File: src/rtl/lseq_pkg.sv
package lseq_pkg;
  localparam logic [1:0] MODE_BOTH     = 2'b00;
  localparam logic [1:0] MODE_PAL_ONLY = 2'b01;
  localparam logic [1:0] MODE_FRM_ONLY = 2'b10;
  localparam logic [3:0] SHORT_CODE    = 4'd4;

  typedef enum logic [1:0] {ST_IDLE, ST_PAL, ST_HOLD, ST_FRAME} lseqState_t;

  typedef struct packed {
    logic wrPair;
    logic takeHeader;
    logic passFrame;
  } lseqStrobe_t;
endpackage

File: src/rtl/lseq_ctrl.sv
module lseq_ctrl
  import lseq_pkg::*;
#(
  parameter int LONG_WORDS  = 129,
  parameter int SHORT_WORDS = 9,
  parameter int CNT_W       = 8
) (
  input  logic             clk,
  input  logic             rstN,
  input  logic             ctrlWr,
  input  logic             ctrlEnable,
  input  logic [1:0]       ctrlMode,
  input  logic             statusClr,
  input  logic             wordValid,
  input  logic [3:0]       wordHdr,
  output lseqStrobe_t      strobe,
  output logic [CNT_W-1:0] wordCnt,
  output logic             paletteLoaded
);
  lseqState_t state;
  logic [1:0] modeReg;
  logic       shortPal;
  logic       isFirst, curShort, lastWord, takeWord;

  always_comb begin
    isFirst  = (wordCnt == '0);
    curShort = isFirst ? (wordHdr == SHORT_CODE) : shortPal;
    lastWord = curShort ? (wordCnt == CNT_W'(SHORT_WORDS - 1))
                        : (wordCnt == CNT_W'(LONG_WORDS - 1));
    takeWord = wordValid && !ctrlWr;
    strobe.wrPair     = (state == ST_PAL) && takeWord;
    strobe.takeHeader = (state == ST_PAL) && takeWord && isFirst;
    strobe.passFrame  = (state == ST_FRAME) && takeWord;
  end

  always_ff @(posedge clk) begin
    if (!rstN) begin
      state         <= ST_IDLE;
      modeReg       <= MODE_BOTH;
      wordCnt       <= '0;
      shortPal      <= 1'b0;
      paletteLoaded <= 1'b0;
    end else if (ctrlWr) begin
      modeReg       <= ctrlMode;
      wordCnt       <= '0;
      paletteLoaded <= 1'b0;
      if (!ctrlEnable) state <= ST_IDLE;
      else begin
        case (ctrlMode)
          MODE_BOTH, MODE_PAL_ONLY: state <= ST_PAL;
          MODE_FRM_ONLY:            state <= ST_FRAME;
          default:                  state <= ST_IDLE;
        endcase
      end
    end else begin
      if (statusClr && modeReg == MODE_PAL_ONLY) paletteLoaded <= 1'b0;
      if (strobe.wrPair) begin
        if (isFirst) shortPal <= curShort;
        if (lastWord) begin
          paletteLoaded <= 1'b1;
          state <= (modeReg == MODE_PAL_ONLY) ? ST_HOLD : ST_FRAME;
        end else begin
          wordCnt <= wordCnt + 1'b1;
        end
      end
    end
  end


  loaded_rise_chk: assert property (@(posedge clk) disable iff (!rstN)
    $rose(paletteLoaded) |-> $past(state == ST_PAL && wordValid));

  disable_clear_chk: assert property (@(posedge clk) disable iff (!rstN)
    (ctrlWr && !ctrlEnable) |=> (!paletteLoaded && state == ST_IDLE));

  clr_ignored_chk: assert property (@(posedge clk) disable iff (!rstN)
    (statusClr && !ctrlWr && modeReg != MODE_PAL_ONLY && paletteLoaded) |=> paletteLoaded);

  cnt_bound_chk: assert property (@(posedge clk) disable iff (!rstN)
    (state == ST_PAL) |-> (wordCnt < CNT_W'(LONG_WORDS)));
endmodule

File: src/rtl/lseq_datapath.sv
module lseq_datapath
  import lseq_pkg::*;
#(
  parameter int ENTRIES = 256,
  parameter int ENTRY_W = 12,
  parameter int HALF_W  = 16,
  parameter int CNT_W   = 8
) (
  input  logic                clk,
  input  logic                rstN,
  input  lseqStrobe_t         strobe,
  input  logic [CNT_W-1:0]    wordCnt,
  input  logic [2*HALF_W-1:0] wordData,
  input  logic [HALF_W-1:0]   pixIn,
  output logic                frameValid,
  output logic [2*HALF_W-1:0] frameData,
  output logic [3:0]          depthCode,
  output logic [HALF_W-1:0]   pixOut
);
  localparam int IDX_W = $clog2(ENTRIES);

  logic [ENTRY_W-1:0] lut [ENTRIES];
  logic [CNT_W:0]     hwIdx [2];
  logic [1:0]         wrOk;
  logic               bypass;

  always_comb begin
    for (int h = 0; h < 2; h++) begin
      hwIdx[h] = {wordCnt, 1'(h)};
      wrOk[h]  = (32'(hwIdx[h]) < ENTRIES);
    end
    bypass = (depthCode == SHORT_CODE);
  end

  always_ff @(posedge clk) begin
    if (strobe.wrPair) begin
      for (int h = 0; h < 2; h++) begin
        if (wrOk[h]) lut[hwIdx[h][IDX_W-1:0]] <= wordData[h*HALF_W +: ENTRY_W];
      end
    end
  end

  always_ff @(posedge clk) begin
    if (!rstN) begin
      depthCode  <= '0;
      frameValid <= 1'b0;
      frameData  <= '0;
      pixOut     <= '0;
    end else begin
      if (strobe.takeHeader) depthCode <= wordData[HALF_W-1 -: 4];
      frameValid <= strobe.passFrame;
      if (strobe.passFrame) frameData <= wordData;
      pixOut <= bypass ? pixIn : HALF_W'(lut[pixIn[IDX_W-1:0]]);
    end
  end


  depth_hold_chk: assert property (@(posedge clk) disable iff (!rstN)
    !$past(strobe.takeHeader) |-> $stable(depthCode));

  zero_hi_chk: assert property (@(posedge clk) disable iff (!rstN)
    !$past(bypass) |-> (pixOut[HALF_W-1:ENTRY_W] == '0));
endmodule

File: src/rtl/pal_frame_loader.sv
module pal_frame_loader
  import lseq_pkg::*;
#(
  parameter int ENTRIES     = 256,
  parameter int ENTRY_W     = 12,
  parameter int HALF_W      = 16,
  parameter int LONG_BYTES  = 512,
  parameter int SHORT_BYTES = 32
) (
  input  logic                clk,
  input  logic                rstN,
  input  logic                ctrlWr,
  input  logic                ctrlEnable,
  input  logic [1:0]          ctrlMode,
  input  logic                statusClr,
  input  logic                wordValid,
  input  logic [2*HALF_W-1:0] wordData,
  output logic                frameValid,
  output logic [2*HALF_W-1:0] frameData,
  output logic                paletteLoaded,
  output logic [3:0]          depthCode,
  input  logic [HALF_W-1:0]   pixIn,
  output logic [HALF_W-1:0]   pixOut
);
  localparam int LONG_WORDS  = LONG_BYTES / 4 + 1;
  localparam int SHORT_WORDS = SHORT_BYTES / 4 + 1;
  localparam int CNT_W       = $clog2(LONG_WORDS);

  lseqStrobe_t      strobe;
  logic [CNT_W-1:0] wordCnt;

  lseq_ctrl #(.LONG_WORDS(LONG_WORDS), .SHORT_WORDS(SHORT_WORDS), .CNT_W(CNT_W)) u_ctrl (
    .clk(clk), .rstN(rstN), .ctrlWr(ctrlWr), .ctrlEnable(ctrlEnable), .ctrlMode(ctrlMode),
    .statusClr(statusClr), .wordValid(wordValid), .wordHdr(wordData[HALF_W-1 -: 4]),
    .strobe(strobe), .wordCnt(wordCnt), .paletteLoaded(paletteLoaded)
  );

  lseq_datapath #(.ENTRIES(ENTRIES), .ENTRY_W(ENTRY_W), .HALF_W(HALF_W), .CNT_W(CNT_W)) u_dp (
    .clk(clk), .rstN(rstN), .strobe(strobe), .wordCnt(wordCnt), .wordData(wordData),
    .pixIn(pixIn), .frameValid(frameValid), .frameData(frameData),
    .depthCode(depthCode), .pixOut(pixOut)
  );
endmodule

File: config.mk
export PLATFORM = sky130hd
export DESIGN_NAME = pal_frame_loader
export DESIGN_NICKNAME = d
export VERILOG_FILES = /design/src/rtl/lseq_pkg.sv /design/src/rtl/lseq_ctrl.sv /design/src/rtl/lseq_datapath.sv /design/src/rtl/pal_frame_loader.sv
export SDC_FILE = /design/constraint.sdc
export NUM_CORES = 2
export LEC_CHECK = 0
export ABC_AREA = 1
export ABC_CLOCK_PERIOD_IN_PS = 8540
export CAP_MARGIN = 10
export CORE_MARGIN = 2
export CORE_UTILIZATION = 40
export DETAILED_ROUTE_END_ITERATION = 6
export SETUP_SLACK_MARGIN = 0.2
export SLEW_MARGIN = 20
export SYNTH_ARGS = -nofsm -noshare
export SYNTH_HDL_FRONTEND = slang
export SYNTH_SLANG_ARGS = --single-unit
File: constraint.sdc
create_clock -name clk -period 8.54 [get_ports clk]
set_input_delay 0.854 -clock clk [delete_from_list [all_inputs] [get_ports clk]]
set_output_delay 0.854 -clock clk [all_outputs]
set_load 0.1 [all_outputs]
==> run_results.csv <==
group,metric,value,unit
drt,antenna_left,0,
global_routing,grt_pass1_vias,77800,
critical_path,max_stage_delay,0.76,ns
logic_synthesis,async_flop_share,0,
critical_path,cp-start-kind,"primary input",
global_routing,antenna_found_initial,20,
timing,fmax,238,MHz
cts,hold_buffers,0,
global_routing,grt_max_degree,211,
timing,setup_tns,0,ns
timing,fin_crit_sh,0.491,
timing,finalClockSkew,0.0529,ns
logic_synthesis,synthAdderAreaFrac,0.000200,
timing,rsz0062_at_grt,"false",
timing,fin_ws,4.35,ns
floorplan,core_area,312000,um2
drt,wl_per_cell,25.0,um
job,drv_cap,0,
floorplan,start_util,0.401,
critical_path,path_delay_family,"simple AND/OR/NAND/NOR gates",
placed_design,place_area,130000,um2
logic_synthesis,postSynthAreaPerCell,12.4,um2
logic_synthesis,ys_top_cells_by_count,"edfxtp_1 (3072), nand2_1 (1855), nand3_1 (1800)",
timing,hold_ws,0.427,ns
floorplan,io_pins,110,
cts,cts_setup_buffers,0,
placed_design,hpwlAfterDp,181,mm
cts,cts_tree,"built",
logic_synthesis,synth_nets,10100,
critical_path,critPathArrivalTime,4.99,ns
logic_synthesis,ys_warn_count,0,
placed_design,dp.cells,13800,
logic_synthesis,synthTopCellsByArea,"edfxtp_1 (74%), nand3_1 (7.2%), nand2_1 (5.6%), nor2_1 (3.6%), o21ai_0 (3.2%)",
logic_synthesis,netlist_instances,10100,
cts,cts_buffers,317,
critical_path,crit_path_frequent_cell,"nand3_1",
drt,drc,0,
critical_path,path_cells,"buf_8, buf_12, buf_4, o21ai_0, o22ai_1, nand2_1, nand3_1, nand3_1, nand3_1, nand3_1, nand3_1, nand2_1, nor2_1",
critical_path,critPathMaxFanout,115,
power_and_ir_drop,peakVddDrop,0.146,mV
drt,num_vias,81800,
power_and_ir_drop,p_leak,46.1,nW
cells_and_area,nets,10000,
logic_synthesis,synthFlopType,"edfxtp_1",
logic_synthesis,synth_compound_area_frac,0.0563,
placed_design,portBuffers,109,
cells_and_area,instances_no_fill,14400,
logic_synthesis,ys_seq_area_frac,0.748,
global_routing,grt-ovfl-total,0,
logic_synthesis,synth-simple-area-share,0.165,
cts,clock_latency,0.87,ns
cells_and_area,final_cell_area,140000,um2
logic_synthesis,yosys.area.top_type,"edfxtp_1",
logic_synthesis,synth_enable_flop_cells,3072,
logic_synthesis,synth.most_common_cell,"edfxtp_1",
timing,finalHoldViolations,0,
logic_synthesis,synthMuxAreaShare,0,
drt,drtPass1Iterations,7,
logic_synthesis,ys_ff_latch,3139,
critical_path,end_kind,"flop",
cts,htreeDepth,5,
logic_synthesis,netlist.area_leader.share,0.737,
placed_design,place.gp.congestion,0.855,
cts,clock_path_buffers,4,
status,status,"finished clean",
drt,drt-initial-drc-count,10900,
critical_path,worstPathRequired,9.34,ns
placed_design,place_ws,3.66,ns
floorplan,die_w,563,um
logic_synthesis,yosysUniqueCellTypes,38,
critical_path,critPathSlowestCell,"buf_4",
cts,cts_resized,0,
cts,cts.sinks,3139,
timing,tightestPinTransition,1.30,ns
cts,clk_pin_slew,0.06,ns
min_path,worstHoldPathType,"in -> reg",
critical_path,crit_buf_inv,3,
timing,relSlewSlack,0.133,
power_and_ir_drop,power.total,32.2,mW
drt,wirelength,359,mm
critical_path,crit_type,"in -> reg",
cells_and_area,area_delta_synth_final,11.9,%
drt,viasPerCell,5.68,
timing,finalMaxSlewViolations,0,
global_routing,grt_pass1_wl,522,mm
timing,setup_viol,0,
cells_and_area,drive_gt1_frac,0.0786,
cts,root_buffer,"clkbuf_16",
global_routing,track_usage,0.220,
cells_and_area,fin_util,0.449,
timing,period_needed,4.19,ns
logic_synthesis,synth_top_family_by_area,"simple AND/OR/NAND/NOR gates",
floorplan,num_rows,205,
logic_synthesis,syn_area,125000,um2
logic_synthesis,synth_xor_area_frac,0.000210,
power_and_ir_drop,power_density,230,nW/um2
floorplan,die_h,563,um
floorplan,dieArea,317000,um2
==> worst register-to-register path: stages, from the launching register on <==
cell and delay (ns):
dfxtp_1 0.37, inv_1 0.08, nor4_4 0.61, inv_1 0.10
nor2_1 0.24, inv_2 0.11, nor2_4 0.14, nand3_2 0.35
buf_4 0.44, nor2_2 0.27, buf_4 0.40
==> cell usage in the layout, fill, tap and decap left out, drive strengths merged, types with 3 or more instances in the layout <==
cell type,netlist,layout
edfxtp,3072,3072
nand2,1858,1858
nand3,1806,1806
nor2,1192,1192
o21ai,865,865
clkbuf,241,413
o22ai,279,279
buf,456,241
clkinv,2,132
o211ai,104,104
clkdlybuf4s50,0,71
inv,59,68
dfxtp,67,67
a21oi,32,32
bufinv,0,19
and3,6,6
diode,0,5
nor4,4,4
clkinvlp,0,3
==> path summary, 6_finish.rpt <==
path,depth (start not counted),slack [ns],startpoint,to
max reg2reg,10,5.04,u_ctrl.state[0],u_dp.lut[122][2]
min reg2reg,2,0.48,u_ctrl.paletteLoaded,u_ctrl.paletteLoaded
max,13,4.35,pixIn[0],u_dp.pixOut[3]
min,1,0.43,wordData[18],u_dp.lut[97][2]
==> final cells by class <==
type / instances / area [um2]
Antenna cell: 5 / 12.5
Clock buffer: 411 / 8410
Clock inverter: 161 / 1330
Fill cell: 27600 / 172000
Inverter: 61 / 279
Multi-Input combinational cell: 6158 / 28300
Sequential cell: 3139 / 93600
Tap cell: 4140 / 5180
Timing Repair Buffer: 314 / 2950
==> where the power goes <==
part | internal, mW | leakage [nW] | switching (mW)
clock network | 7.53 | 4.75 | 5.76
registers | 16.9 | 28.1 | 0.0161
logic | 0.436 | 13.2 | 1.55
==> metal layers <==
| metal | GRT usage | wire (um) | up-vias | share of wire |
|---|---|---|---|---|
| met5 | 0 | 13 | - | 0.000036 |
| met4 | 0.0702 | 11500 | 2 | 0.032 |
| met3 | 0.0351 | 31600 | 566 | 0.088 |
| met2 | 0.353 | 169000 | 3892 | 0.47 |
| met1 | 0.307 | 147000 | 41000 | 0.41 |
| li1 | - | - | 36300 | - |
==> registers in the layout, indices dropped and copies added, names as in the netlist <==
name and count:
u_ctrl.state 2, u_dp.depthCode 4, u_ctrl.shortPal 1, u_dp.frameValid 1
u_dp.frameData 32, u_ctrl.paletteLoaded 1, u_ctrl.modeReg 2, u_ctrl.wordCnt 8
u_dp.pixOut 16, u_dp.lut 3072
==> cells by family (layout without fill, tap and decap cells) <==
family,Yosys count,after routing
flops,3139,3139
buf+inv,758,947
simple gates,4870,4870
fa+ha+maj,2,2
xor+xnor,3,3
other cells,0,5
compound gates,1283,1283
Power figures use the tool's default switching activity.
